`src/rtl/pkc_pkg.sv`:
```
package pkc_pkg;
  typedef enum logic [1:0] {
    ACC_LOAD  = 2'd0,
    ACC_STORE = 2'd1,
    ACC_FETCH = 2'd2
  } acc_e;

  localparam int PERM_R = 0;
  localparam int PERM_W = 1;
  localparam int PERM_X = 2;
  localparam int PERM_BITS = 3;

  localparam int ERR_P   = 0;
  localparam int ERR_W   = 1;
  localparam int ERR_U   = 2;
  localparam int ERR_RSV = 3;
  localparam int ERR_I   = 4;
  localparam int ERR_K   = 5;
  localparam int ERR_BITS = 6;

  typedef enum logic [2:0] {
    CAUSE_NONE,
    CAUSE_ABSENT,
    CAUSE_RSVD,
    CAUSE_USR,
    CAUSE_KEY,
    CAUSE_PERM
  } cause_e;
endpackage

```
`src/rtl/pkc_base_perm.sv`:
```
module pkc_base_perm
  import pkc_pkg::*;
(
  input  logic                 user_i,
  input  logic                 pg_rw_i,
  input  logic                 pg_us_i,
  input  logic                 pg_xd_i,
  input  logic                 nxe_en_i,
  input  logic                 sap_en_i,
  input  logic                 sxp_en_i,
  input  logic                 wp_en_i,
  output logic [PERM_BITS-1:0] perm_o,
  output logic                 usr_fault_o
);
  logic rd, xd_eff;

  always_comb begin
    xd_eff      = pg_xd_i & nxe_en_i;
    rd          = ~(~user_i & sap_en_i & pg_us_i);
    usr_fault_o = user_i & ~pg_us_i;
    perm_o         = '0;
    perm_o[PERM_R] = rd;
    perm_o[PERM_W] = rd & (pg_rw_i | ~(user_i | wp_en_i));
    perm_o[PERM_X] = ~xd_eff & (user_i | ~(sxp_en_i & pg_us_i));
  end
endmodule

```
`src/rtl/pkc_key_mask.sv`:
```
module pkc_key_mask
  import pkc_pkg::*;
#(
  parameter int KEY_W = 4,
  localparam int NKEY   = 1 << KEY_W,
  localparam int KREG_W = 2 * NKEY
) (
  input  logic                 user_i,
  input  logic                 wp_en_i,
  input  logic                 pg_us_i,
  input  logic [KEY_W-1:0]     key_i,
  input  logic                 ukey_en_i,
  input  logic                 skey_en_i,
  input  logic [KREG_W-1:0]    ukey_i,
  input  logic [KREG_W-1:0]    skey_i,
  output logic                 active_o,
  output logic [PERM_BITS-1:0] mask_o
);
  logic [KREG_W-1:0] kreg;
  logic [NKEY-1:0]   ad_vec, wd_vec;
  logic              ad, wd;

  always_comb begin
    if (pg_us_i) kreg = ukey_en_i ? ukey_i : '0;
    else         kreg = skey_en_i ? skey_i : '0;
  end

  for (genvar g = 0; g < NKEY; g++) begin : g_key
    assign ad_vec[g] = kreg[2*g];
    assign wd_vec[g] = kreg[2*g+1];
  end

  always_comb begin
    ad       = ad_vec[key_i];
    wd       = wd_vec[key_i];
    active_o = |kreg;
    mask_o         = '1;
    mask_o[PERM_R] = ~ad;
    mask_o[PERM_W] = ~ad & ~(wd & (user_i | wp_en_i));
  end
endmodule

```
`src/rtl/pkc_fault_enc.sv`:
```
module pkc_fault_enc
  import pkc_pkg::*;
(
  input  logic                present_i,
  input  logic                rsvd_i,
  input  logic                usr_fault_i,
  input  logic                key_fault_i,
  input  logic                perm_fault_i,
  input  acc_e                acc_i,
  input  logic                user_i,
  input  logic                nxe_en_i,
  input  logic                sxp_en_i,
  output logic                allow_o,
  output logic [ERR_BITS-1:0] err_o
);
  cause_e cause;

  always_comb begin
    if (!present_i)        cause = CAUSE_ABSENT;
    else if (rsvd_i)       cause = CAUSE_RSVD;
    else if (usr_fault_i)  cause = CAUSE_USR;
    else if (key_fault_i)  cause = CAUSE_KEY;
    else if (perm_fault_i) cause = CAUSE_PERM;
    else                   cause = CAUSE_NONE;
  end

  always_comb begin
    allow_o = (cause == CAUSE_NONE);
    err_o   = '0;
    unique case (cause)
      CAUSE_RSVD:            err_o[ERR_RSV] = 1'b1;
      CAUSE_USR, CAUSE_PERM: err_o[ERR_P]   = 1'b1;
      CAUSE_KEY: begin
        err_o[ERR_P] = 1'b1;
        err_o[ERR_K] = 1'b1;
      end
      default: ;
    endcase
    if (!allow_o) begin
      err_o[ERR_W] = (acc_i == ACC_STORE);
      err_o[ERR_U] = user_i;
      err_o[ERR_I] = (acc_i == ACC_FETCH) & (nxe_en_i | sxp_en_i);
    end
  end
endmodule

```
`src/rtl/perm_key_check.sv`:
```
module perm_key_check
  import pkc_pkg::*;
#(
  parameter int KEY_W = 4,
  localparam int KREG_W = 2 * (1 << KEY_W)
) (
  input  logic                 clk_i,
  input  logic                 rst_ni,
  input  logic                 valid_i,
  input  logic [1:0]           acc_i,
  input  logic                 user_i,
  input  logic                 present_i,
  input  logic                 rsvd_i,
  input  logic                 pg_rw_i,
  input  logic                 pg_us_i,
  input  logic                 pg_xd_i,
  input  logic [KEY_W-1:0]     key_i,
  input  logic                 nxe_en_i,
  input  logic                 sap_en_i,
  input  logic                 sxp_en_i,
  input  logic                 wp_en_i,
  input  logic                 ukey_en_i,
  input  logic                 skey_en_i,
  input  logic [KREG_W-1:0]    ukey_i,
  input  logic [KREG_W-1:0]    skey_i,
  output logic                 valid_o,
  output logic                 allow_o,
  output logic [PERM_BITS-1:0] perm_o,
  output logic [ERR_BITS-1:0]  err_o,
  output logic                 rsvd_o
);
  acc_e                 acc;
  logic [PERM_BITS-1:0] base_perm, key_mask, fin_perm;
  logic                 usr_fault, key_act, key_fault, perm_fault, rsvd_any;
  logic                 allow_d;
  logic [ERR_BITS-1:0]  err_d;
  logic                 req_base, req_key;

  assign acc = acc_e'(acc_i);

  pkc_base_perm u_base (
    .user_i     (user_i),
    .pg_rw_i    (pg_rw_i),
    .pg_us_i    (pg_us_i),
    .pg_xd_i    (pg_xd_i),
    .nxe_en_i   (nxe_en_i),
    .sap_en_i   (sap_en_i),
    .sxp_en_i   (sxp_en_i),
    .wp_en_i    (wp_en_i),
    .perm_o     (base_perm),
    .usr_fault_o(usr_fault)
  );

  pkc_key_mask #(.KEY_W(KEY_W)) u_key (
    .user_i   (user_i),
    .wp_en_i  (wp_en_i),
    .pg_us_i  (pg_us_i),
    .key_i    (key_i),
    .ukey_en_i(ukey_en_i),
    .skey_en_i(skey_en_i),
    .ukey_i   (ukey_i),
    .skey_i   (skey_i),
    .active_o (key_act),
    .mask_o   (key_mask)
  );

  always_comb begin
    fin_perm = key_act ? (base_perm & key_mask) : base_perm;
    unique case (acc)
      ACC_STORE: begin req_base = fin_perm[PERM_W]; req_key = key_mask[PERM_W]; end
      ACC_FETCH: begin req_base = fin_perm[PERM_X]; req_key = 1'b1;             end
      default:   begin req_base = fin_perm[PERM_R]; req_key = key_mask[PERM_R]; end
    endcase
    key_fault  = key_act & ~req_key;
    perm_fault = ~req_base;
    rsvd_any   = rsvd_i | (pg_xd_i & ~nxe_en_i);
  end

  pkc_fault_enc u_enc (
    .present_i   (present_i),
    .rsvd_i      (rsvd_any),
    .usr_fault_i (usr_fault),
    .key_fault_i (key_fault),
    .perm_fault_i(perm_fault),
    .acc_i       (acc),
    .user_i      (user_i),
    .nxe_en_i    (nxe_en_i),
    .sxp_en_i    (sxp_en_i),
    .allow_o     (allow_d),
    .err_o       (err_d)
  );

  always_ff @(posedge clk_i or negedge rst_ni) begin
    if (!rst_ni) begin
      valid_o <= 1'b0;
      allow_o <= 1'b0;
      perm_o  <= '0;
      err_o   <= '0;
      rsvd_o  <= 1'b0;
    end else begin
      valid_o <= valid_i;
      if (valid_i) begin
        allow_o <= allow_d;
        perm_o  <= allow_d ? fin_perm : '0;
        err_o   <= err_d;
        rsvd_o  <= present_i & rsvd_any;
      end
    end
  end
endmodule

```
`config.mk`:
```
export PLATFORM = sky130hd
export DESIGN_NAME = perm_key_check
export DESIGN_NICKNAME = d
export VERILOG_FILES = /design/src/rtl/pkc_pkg.sv /design/src/rtl/pkc_base_perm.sv /design/src/rtl/pkc_key_mask.sv /design/src/rtl/pkc_fault_enc.sv /design/src/rtl/perm_key_check.sv
export SDC_FILE = /design/constraint.sdc
export NUM_CORES = 1
export LEC_CHECK = 0
export BUFFER_PORTS_ARGS = -buffer_cell sky130_fd_sc_hd__buf_2
export CAP_MARGIN = 20
export CORE_ASPECT_RATIO = 0.5
export CORE_MARGIN = 2
export CORE_UTILIZATION = 46
export DETAILED_ROUTE_END_ITERATION = 8
export PLACE_DENSITY = 0.86
export SLEW_MARGIN = 20
export SYNTH_ARGS = -nofsm -noshare
export SYNTH_HDL_FRONTEND = slang
export SYNTH_SLANG_ARGS = --single-unit
```
`constraint.sdc`:
```
create_clock -name clk_i -period 2.2 [get_ports clk_i]
set_clock_uncertainty 0.2 [all_clocks]
set_input_delay 0 -clock clk_i [delete_from_list [all_inputs] [get_ports clk_i]]
set_output_delay 0 -clock clk_i [all_outputs]
set_load 0.01 [all_outputs]
```
Word-level counts from Yosys, hierarchy flattened:

Cells that the tools add are included.

* flip-flop bits (word level): 12
* bits in latches: 0
* RAM bits: 0
* memory bits (read-only): 0
* input bits: 85
* output and inout port bits: 12
* word-level logic and storage cells: 65
* memories kept: 0

* add/subtract/negate cells: 0
* multipliers: 0
* divide/modulo/power cells: 0
* magnitude comparators: 1
* equality and inequality tests: 6
* shifts and indexed selects: 0
* multiplexer cells: 21
* bitwise operators: 29
* reduce and logical (&&, ||, !) cells: 3

Operators by type and width (number)
* $mux 32: 3
* $reduce_or 32->1: 1
* $mux 3: 7
* $and 1x1->1: 13
* $not 1->1: 10
* $bmux 1 s4: 2
* $eq 3x2->1 const B: 2
* $eq 3x3->1 const B: 2
* $mux 1: 6
* $lt 4x5->1 const B: 1
* $or 1x1->1: 5
* $pmux 1 s2: 2
* $and 3x3->3: 1
* $logic_not 3->1: 1
* $reduce_or 3->1: 1
* $eq 2x1->1 const B: 1
* $eq 2x2->1 const B: 1
* $mux 2: 1

Logic depth before layout (Yosys ltp):

Gate-level depths: netlist (run 1).

* depth in word-level cells: 18
* depth in mapped cells: 10

Modules after synthesis:

Synthesis (run 1) repeated with hierarchy kept, for this count alone.

* cells, all modules: 193
* area total of the unflattened synthesis: 1665.3 µm²

By module, submodules not included
* pkc_key_mask: times used 1, cells each 125, area each 943.4 µm²
* perm_key_check: times used 1, cells each 48, area each 568.0 µm²
* pkc_fault_enc: times used 1, cells each 13, area each 98.8 µm²
* pkc_base_perm: times used 1, cells each 7, area each 55.1 µm²

Least setup slack after synthesis (run 1):

No wires, ideal clock.

* kind: input-to-reg
* start point: input key_i[0]
* end point: register err_o[4]
* arrival time: 1.835 ns
* data required time: 1.857 ns
* path slack: 0.022 ns
* stages on the path: 10
* path buffers: 3
* cell sequence: buf_2 -> buf_2 -> buf_2 -> mux2i_1 -> o22a_1 -> o21ai_0 -> nor4_1 -> nor3_2 -> o32ai_4 -> a22oi_1

* longest elaborated chain between the ends: 15
* elaborated cells between the ends (all ways): 21
* those cells by class: mux (13); bitwise (7); reduce/logical (1)

Ends and longest elaborated chain
* start, declared: RTL line perm_key_check.sv:17 `input logic [KEY_W-1:0] key_i,`
* $bmux 1 s4: RTL line pkc_key_mask.sv:35 `wd = wd_vec[key_i];`
* $mux 1 (not written as such): RTL line pkc_key_mask.sv:35
* $and 1x1->1: RTL line pkc_key_mask.sv:39 `mask_o[PERM_W] = ~ad & ~(wd & (user_i | wp_en_i));`
* $not 1->1: RTL line pkc_key_mask.sv:39
* $and 1x1->1: RTL line pkc_key_mask.sv:39
* $and 3x3->3: RTL line perm_key_check.sv:68 `fin_perm = key_act ? (base_perm & key_mask) : base_perm;`
* $mux 3: RTL line perm_key_check.sv:68
* $pmux 1 s2: RTL line perm_key_check.sv:69 `unique case (acc)`
* $mux 3: RTL line pkc_fault_enc.sv:23 `else if (perm_fault_i) cause = CAUSE_PERM;`
* $mux 3 (*): RTL line pkc_fault_enc.sv:22 `else if (key_fault_i) cause = CAUSE_KEY;`
* $mux 3 (*): RTL line pkc_fault_enc.sv:21 `else if (usr_fault_i) cause = CAUSE_USR;`
* $mux 3 (*): RTL line pkc_fault_enc.sv:20 `else if (rsvd_i) cause = CAUSE_RSVD;`
* $mux 3 (*): RTL line pkc_fault_enc.sv:19 `if (!present_i) cause = CAUSE_ABSENT;`
* $logic_not 3->1 (*): RTL line pkc_fault_enc.sv:28 `allow_o = (cause == CAUSE_NONE);`
* $mux 1 (*): RTL line pkc_fault_enc.sv:39 `if (!allow_o) begin`
* end signal, assigned: RTL line perm_key_check.sv:105 `err_o <= err_d;`
* end, declared: RTL line perm_key_check.sv:29 `output logic [ERR_BITS-1:0] err_o,`

Every way passes the cells marked *; elsewhere a longest branch is shown, timed or not. The select of a mux whose other input is x is not followed.
A chain may end at the register's enable or synchronous reset.

Worst setup path after layout (run 1):

* start point: input pg_us_i
* end point: register err_o[5]

* longest elaborated chain between the ends: 16
* elaborated cells between the ends (all ways): 32
* those cells by class: eq/ne (1); mux (14); bitwise (16); reduce/logical (1)

Ends and longest elaborated chain
* start, declared: RTL line perm_key_check.sv:15 `input logic pg_us_i,`
* $mux 32: RTL line pkc_key_mask.sv:24 `if (pg_us_i) kreg = ukey_en_i ? ukey_i : '0;`
* $bmux 1 s4: RTL line pkc_key_mask.sv:35
* $mux 1 (not written as such): RTL line pkc_key_mask.sv:35
* $and 1x1->1: RTL line pkc_key_mask.sv:39
* $not 1->1: RTL line pkc_key_mask.sv:39
* $and 1x1->1: RTL line pkc_key_mask.sv:39
* $and 3x3->3: RTL line perm_key_check.sv:68
* $mux 3: RTL line perm_key_check.sv:68
* $pmux 1 s2: RTL line perm_key_check.sv:69
* $mux 3: RTL line pkc_fault_enc.sv:23
* $mux 3: RTL line pkc_fault_enc.sv:22
* $mux 3 (*): RTL line pkc_fault_enc.sv:21
* $mux 3 (*): RTL line pkc_fault_enc.sv:20
* $mux 3 (*): RTL line pkc_fault_enc.sv:19
* $eq 3x3->1 (*): RTL line pkc_fault_enc.sv:30 `unique case (cause)`
* $mux 1 (*): RTL line pkc_fault_enc.sv:30

Marks and branches as above.

==> metrics.cfg, run 1 <==
[yosys]
synth_xor_area_frac = 0
synth_top_family_by_area = compound AO/OA/AOI/OAI gates
synth_compound_area_frac = 0.387
synthSimpleGateAreaFrac = 0.212
synth.area.mux_share = 0.0977
synth_area_sq_mm = 0.00150
synth_area_leaders = dfrtp_1, mux2i_1, a22oi_1
ys_ff_latch = 12
synth_enable_flop_cells = 0
syn_area_per_cell_sq_um = 8.23
syn_inst = 182
synthArstFlopShare = 1.00
syn-num-nets = 269
yosysSeqAreaShare = 0.201
synth_top_area_share = 0.201
synth-adder-area-share = 0.0167
ys_warn_count = 0
ys.flop_type = dfrtp_1
yosysTopAreaCell = dfrtp_1
yosysUniqueCellTypes = 56

[cts]
clk_latency_ns = 0.23
h-tree-depth = 1
cts_buffers = 3
cts_setup_buffers = 0
cts_tree = built
cts_num_sinks = 12
cts-root-buf = clkbuf_8
max-clock-path-buffers = 2
clkTransAtPathRegs_ns = 0.05

[worst_setup_path]
r2r-end = err_o[0]
worst_path_max_delay_cell = o311ai_0
cp_slowest_stage_delay_ns = 0.42
path_cells = buf_2, and2_4, a22o_1, mux2_2, o221a_1, or2_4, o311ai_0, nand3_1
rr_startpoint = err_o[0]
rrSetupSlack_ns = 1.18
rr_worst_depth = 3
crit_fanout = 13
worst_setup_path_end_kind = register
worst-path-buf-inv = 1
crit_arrival_ns = 2.02
startpoint_type = input port
critPathTopFamily = compound AO/OA/AOI/OAI gates
worstSetupPathType = in2reg
cp_data_required_time_ns = 2.10

[cells_and_area]
mostFrequentLayoutCells = buf_2, buf_4, a21oi_1
final_common_cell = buf_2
final_area_sq_mm = 0.00230
post-route-util = 0.753
stdcell_count = 344
drive_gt1_frac = 0.457
area_growth_pct = 53.3
diodes = 0
layout.nets = 393

[sta]
tns_ns = 0
slew_viol_final = 0
relSlewSlack = 0.650
finalCritPeriodShare = 0.964
worst_slack_ns = 0.0794
finalHoldWorstSlack_ns = 0.0203
rsz0062_at_grt = no
fmax_mhz = 472
hold_viol_final = 0
fin_crit_ns = 2.12
setup_viol = 0
tightest_slew_ns = 0.524

[global_route]
grt_remaining_overflow = 0
grt_pass1_wl_um = 8600
grt_max_degree = 18
grtUsageTotal = 0.291
antenna_found_initial = 0
grt_pass1_vias = 1919

[power_and_ir_drop]
power_leakage_nw = 1.13
vdd_drop_max_v = 0.000451
p_total_uw = 847
power_density_mw_per_mm2 = 369

[die]
core_sq_mm = 0.00305
num_rows = 14
die-area_sq_mm = 0.00376
die_h_um = 44.3
die_x_um = 84.7
start_util = 0.491
pin_count = 97

[route]
drt-pass1-iter-count = 5
avgViaCountPerCell = 6.10
antenna_left = 0
drt_iter0_markers = 106
wl_per_cell_um = 16.4
vias = 2098
drc = 0
routed_wl_um = 5640

[place]
hpwlAfterDp_um = 4380
dp_slack_ns = -0.141
placed_cells = 332
gp_congestion = 0.950
io_buffers = 96
placement.cell_area_sq_mm = 0.00215

[hold_path]
min_path_type = in2reg
hold_start = pg_xd_i
whs_endpoint = perm_o[2]
min_path_cells = 3

[run]
maxCapViolations = 0

[status]
status = completed

-- flip-flops by register name (all words and copies together) (netlist names) --
register	count
allow_o	1
err_o	6
perm_o	3
rsvd_o	1
valid_o	1
-- timing repair --
action | CTS | global route
endpoints found under the hold margin | 19 | 0
hold buffers | 9 | 0
gates resized for setup | 0 | 3
endpoints found under the setup margin | 0 | 3
-- how the worst max path moves through the flow --
stage	cells after the start	slack, ns	from	to
3_5_place_dp	8	-0.14	pg_us_i	err_o[5]
5_1_grt	8	0.005	pg_us_i	err_o[4]
2_1_floorplan	10	0.02	key_i[0]	err_o[4]
4_1_cts	8	0.10	pg_us_i	err_o[5]
6_report	8	0.08	pg_us_i	err_o[5]
3_3_place_gp	9	-0.01	skey_en_i	err_o[4]
-- layout make-up --
class / count / area, sq um
clock buffer: 3 / 41.3
fill: 237 / 752
inverter: 11 / 41.3
multi-input combinational: 145 / 1080
sequential: 12 / 300
tap: 40 / 50.0
timing repair buffer: 133 / 781
-- worst min-delay path, stage by stage --
cell	delay (ns)
buf_2	0.09
a22oi_1	0.10
a32o_1	0.23
-- cells by family after synthesis --
family / after synthesis
mux: 14
simple gates: 54
fa+ha+maj: 2
flops: 12
buf+inv: 25
compound gates: 75
-- routing by layer --
metal  routed length, um  global-route usage  vias to the layer above
li1                    -                   -                      981
met1                2200               0.340                      964
met2                2800               0.556                      129
met3                 531              0.0560                       24
met4                 116              0.0889                        0
met5                   0                   0                        -
-- cell usage after synthesis, types with 4 or more instances --
cell,instances
a21oi_1,14
dfrtp_1,12
inv_1,11
a22oi_1,10
mux2i_1,9
a221oi_1,8
buf_2,7
nor4_1,7
a22o_1,6
nor2_1,6
nor2b_1,6
mux2_2,5
nand2_1,5
nand3_1,5
o21ai_0,5
a31oi_1,4
nand2b_1,4
nor3_1,4
-- power breakdown --
part	total, mW	leakage, nW	internal, mW	switching [mW]
Sequential	0.246	0.158	0.237	0.00834
Clock	0.195	0.0216	0.120	0.0747
Combinational	0.406	0.954	0.205	0.201
Total	0.847	1.13	0.563	0.284
(Power assumes the default switching activity.)
==> inputs of run 2 (changes only) <==
Settings changed: CORE_MARGIN 2 to 3.
==> run 2 against run 1 <==
Worst hold slack gained 0.019 ns. Via count grew 0.48%. Flip-flop and latch count is the same. Die area is 7.0% higher.
==> metrics.cfg, run 2 (same netlist as run 1, synthesis figures left out) <==
[status]
status = completed

[die]
start_util = 0.529
num_rows = 13
pin_count = 97
die_h_um = 46.3
die_x_um = 86.7
core_sq_mm = 0.00283
die-area_sq_mm = 0.00402

[place]
hpwlAfterDp_um = 4540
placement.cell_area_sq_mm = 0.00214
dp_slack_ns = -0.132
io_buffers = 96
gp_congestion = 0.964

[route]
drt-pass1-iter-count = 5
routed_wl_um = 5860
vias = 2108
avgViaCountPerCell = 6.18
antenna_left = 0
drc = 0
wl_per_cell_um = 17.2
drt_iter0_markers = 141

[power_and_ir_drop]
power_density_mw_per_mm2 = 387
power_leakage_nw = 1.13
p_switching_uw = 290
intPower_uw = 597
swShare = 0.327
power_frac_comb = 0.456
vdd_drop_max_v = 0.000485
seqPwrFrac = 0.278
power.share.clock = 0.266

[worst_setup_path]
startpoint_type = input port
path_cells = dlygate4sd3_1, buf_2, nor2b_1, a22oi_1, a21oi_1, a211o_1, o32ai_4, a22oi_1
cp_data_required_time_ns = 2.10
crit_fanout = 6
worst_setup_path_end_kind = register
worstSetupPathType = in2reg
worst_path_max_delay_cell = dlygate4sd3_1
crit_arrival_ns = 2.02
crit_top_cell = a22oi_1
cp_slowest_stage_delay_ns = 0.52
worst-path-buf-inv = 2
critPathTopFamily = compound AO/OA/AOI/OAI gates

[cells_and_area]
post-route-util = 0.810
final_area_sq_mm = 0.00229
layout.nets = 392
mostFrequentLayoutCells = buf_2, buf_4, a21oi_1
final_common_cell = buf_2
reg_top3 = err_o (6), perm_o (3)
largest-register = err_o
drive_gt1_frac = 0.451
largest_register_ffs = 6
area_growth_pct = 53.0
diodes = 0

[cts]
h-tree-depth = 1
cts_setup_buffers = 0
cts_num_sinks = 12
cts_tree = built
clkTransAtPathRegs_ns = 0.05
cts_buffers = 3
max-clock-path-buffers = 2
cts-root-buf = clkbuf_8
clk_latency_ns = 0.24

[sta]
tightest_slew_ns = 0.537
slew_viol_final = 0
finalCritPeriodShare = 0.961
rsz0062_at_grt = yes
fin_crit_ns = 2.12
finalHoldWorstSlack_ns = 0.0392
hold_viol_final = 0
tns_ns = 0
relSlewSlack = 0.641
setup_viol = 0
fmax_mhz = 473
worst_slack_ns = 0.0849

[global_route]
grt_max_degree = 14
grt_pass1_wl_um = 9240
antenna_found_initial = 0
grt_remaining_overflow = 0
grt_pass1_vias = 2053
grtUsageTotal = 0.289

[hold_path]
min_path_type = in2reg

[run]
maxCapViolations = 0

## run 2: cell types whose count changed in the layout (fill, tap and decap cells not counted)
cell / delta
nor4_1: -1
a22oi_1: +1
or2_4: -1
or2_1: +1
buf_4: -1
a22oi_2: -1
nor4_2: +1
a2111oi_1: +1
a2111oi_0: -1
a221oi_1: +1
a221oi_2: -1
clkbuf_8: +1
## run 2: through the flow
step / cells / power [mW]
floorplan: 182 / 0.441
global placement: 328 / 0.618
detailed placement: 328 / 0.628
CTS: 341 / 0.879
global route: 341 / 0.936
finish: 341 / 0.887
## run 2: timing repair
item | in CTS | in global routing
resized for setup | 0 | 2
hold buffers | 9 | 0
endpoints found under the setup margin | 0 | 3
endpoints found under the hold margin | 20 | 0
## run 2: power groups by stage
stage | Sequential (mW) | Combinational (mW) | Clock, mW
2_1_floorplan | 0.257 | 0.184 | 0
3_3_place_gp | 0.249 | 0.369 | 0
3_5_place_dp | 0.249 | 0.379 | 0
4_1_cts | 0.246 | 0.392 | 0.241
5_1_grt | 0.247 | 0.438 | 0.251
6_report | 0.247 | 0.405 | 0.236
## run 2: worst paths after layout
check / start / to / slack [ns] / cells after the start
max: user_i / err_o[4] / 0.08 / 8
min: pg_xd_i / perm_o[2] / 0.04 / 3
max reg2reg: err_o[0] / err_o[0] / 1.19 / 3
min reg2reg: err_o[5] / err_o[5] / 0.30 / 2
max in group asynchronous: rst_ni / err_o[3] / 0.84 / 3
min in group asynchronous: rst_ni / allow_o / 0.60 / 3
## run 2: area by class of cell
cell class	instances	area [sq um]
Fill cell	212	538
Tap cell	37	46.3
Inverter	11	41.3
Multi-Input combinational cell	145	1080
Clock buffer	4	55.1
Sequential cell	12	300
Timing Repair Buffer	132	773
## run 2: worst reg2reg max path, stage by stage, from the launching register on
cell	delay, ns
dfrtp_1	0.37
nor2b_1	0.14
nor2_1	0.10
a31oi_1	0.08
## run 2: per-layer routing
| layer | GRT usage | routed length, um |
|---|---|---|
| met1 | 0.347 | 2360 |
| met2 | 0.567 | 2980 |
| met3 | 0.0304 | 457 |
| met4 | 0.0714 | 59 |
| met5 | 0 | 0 |
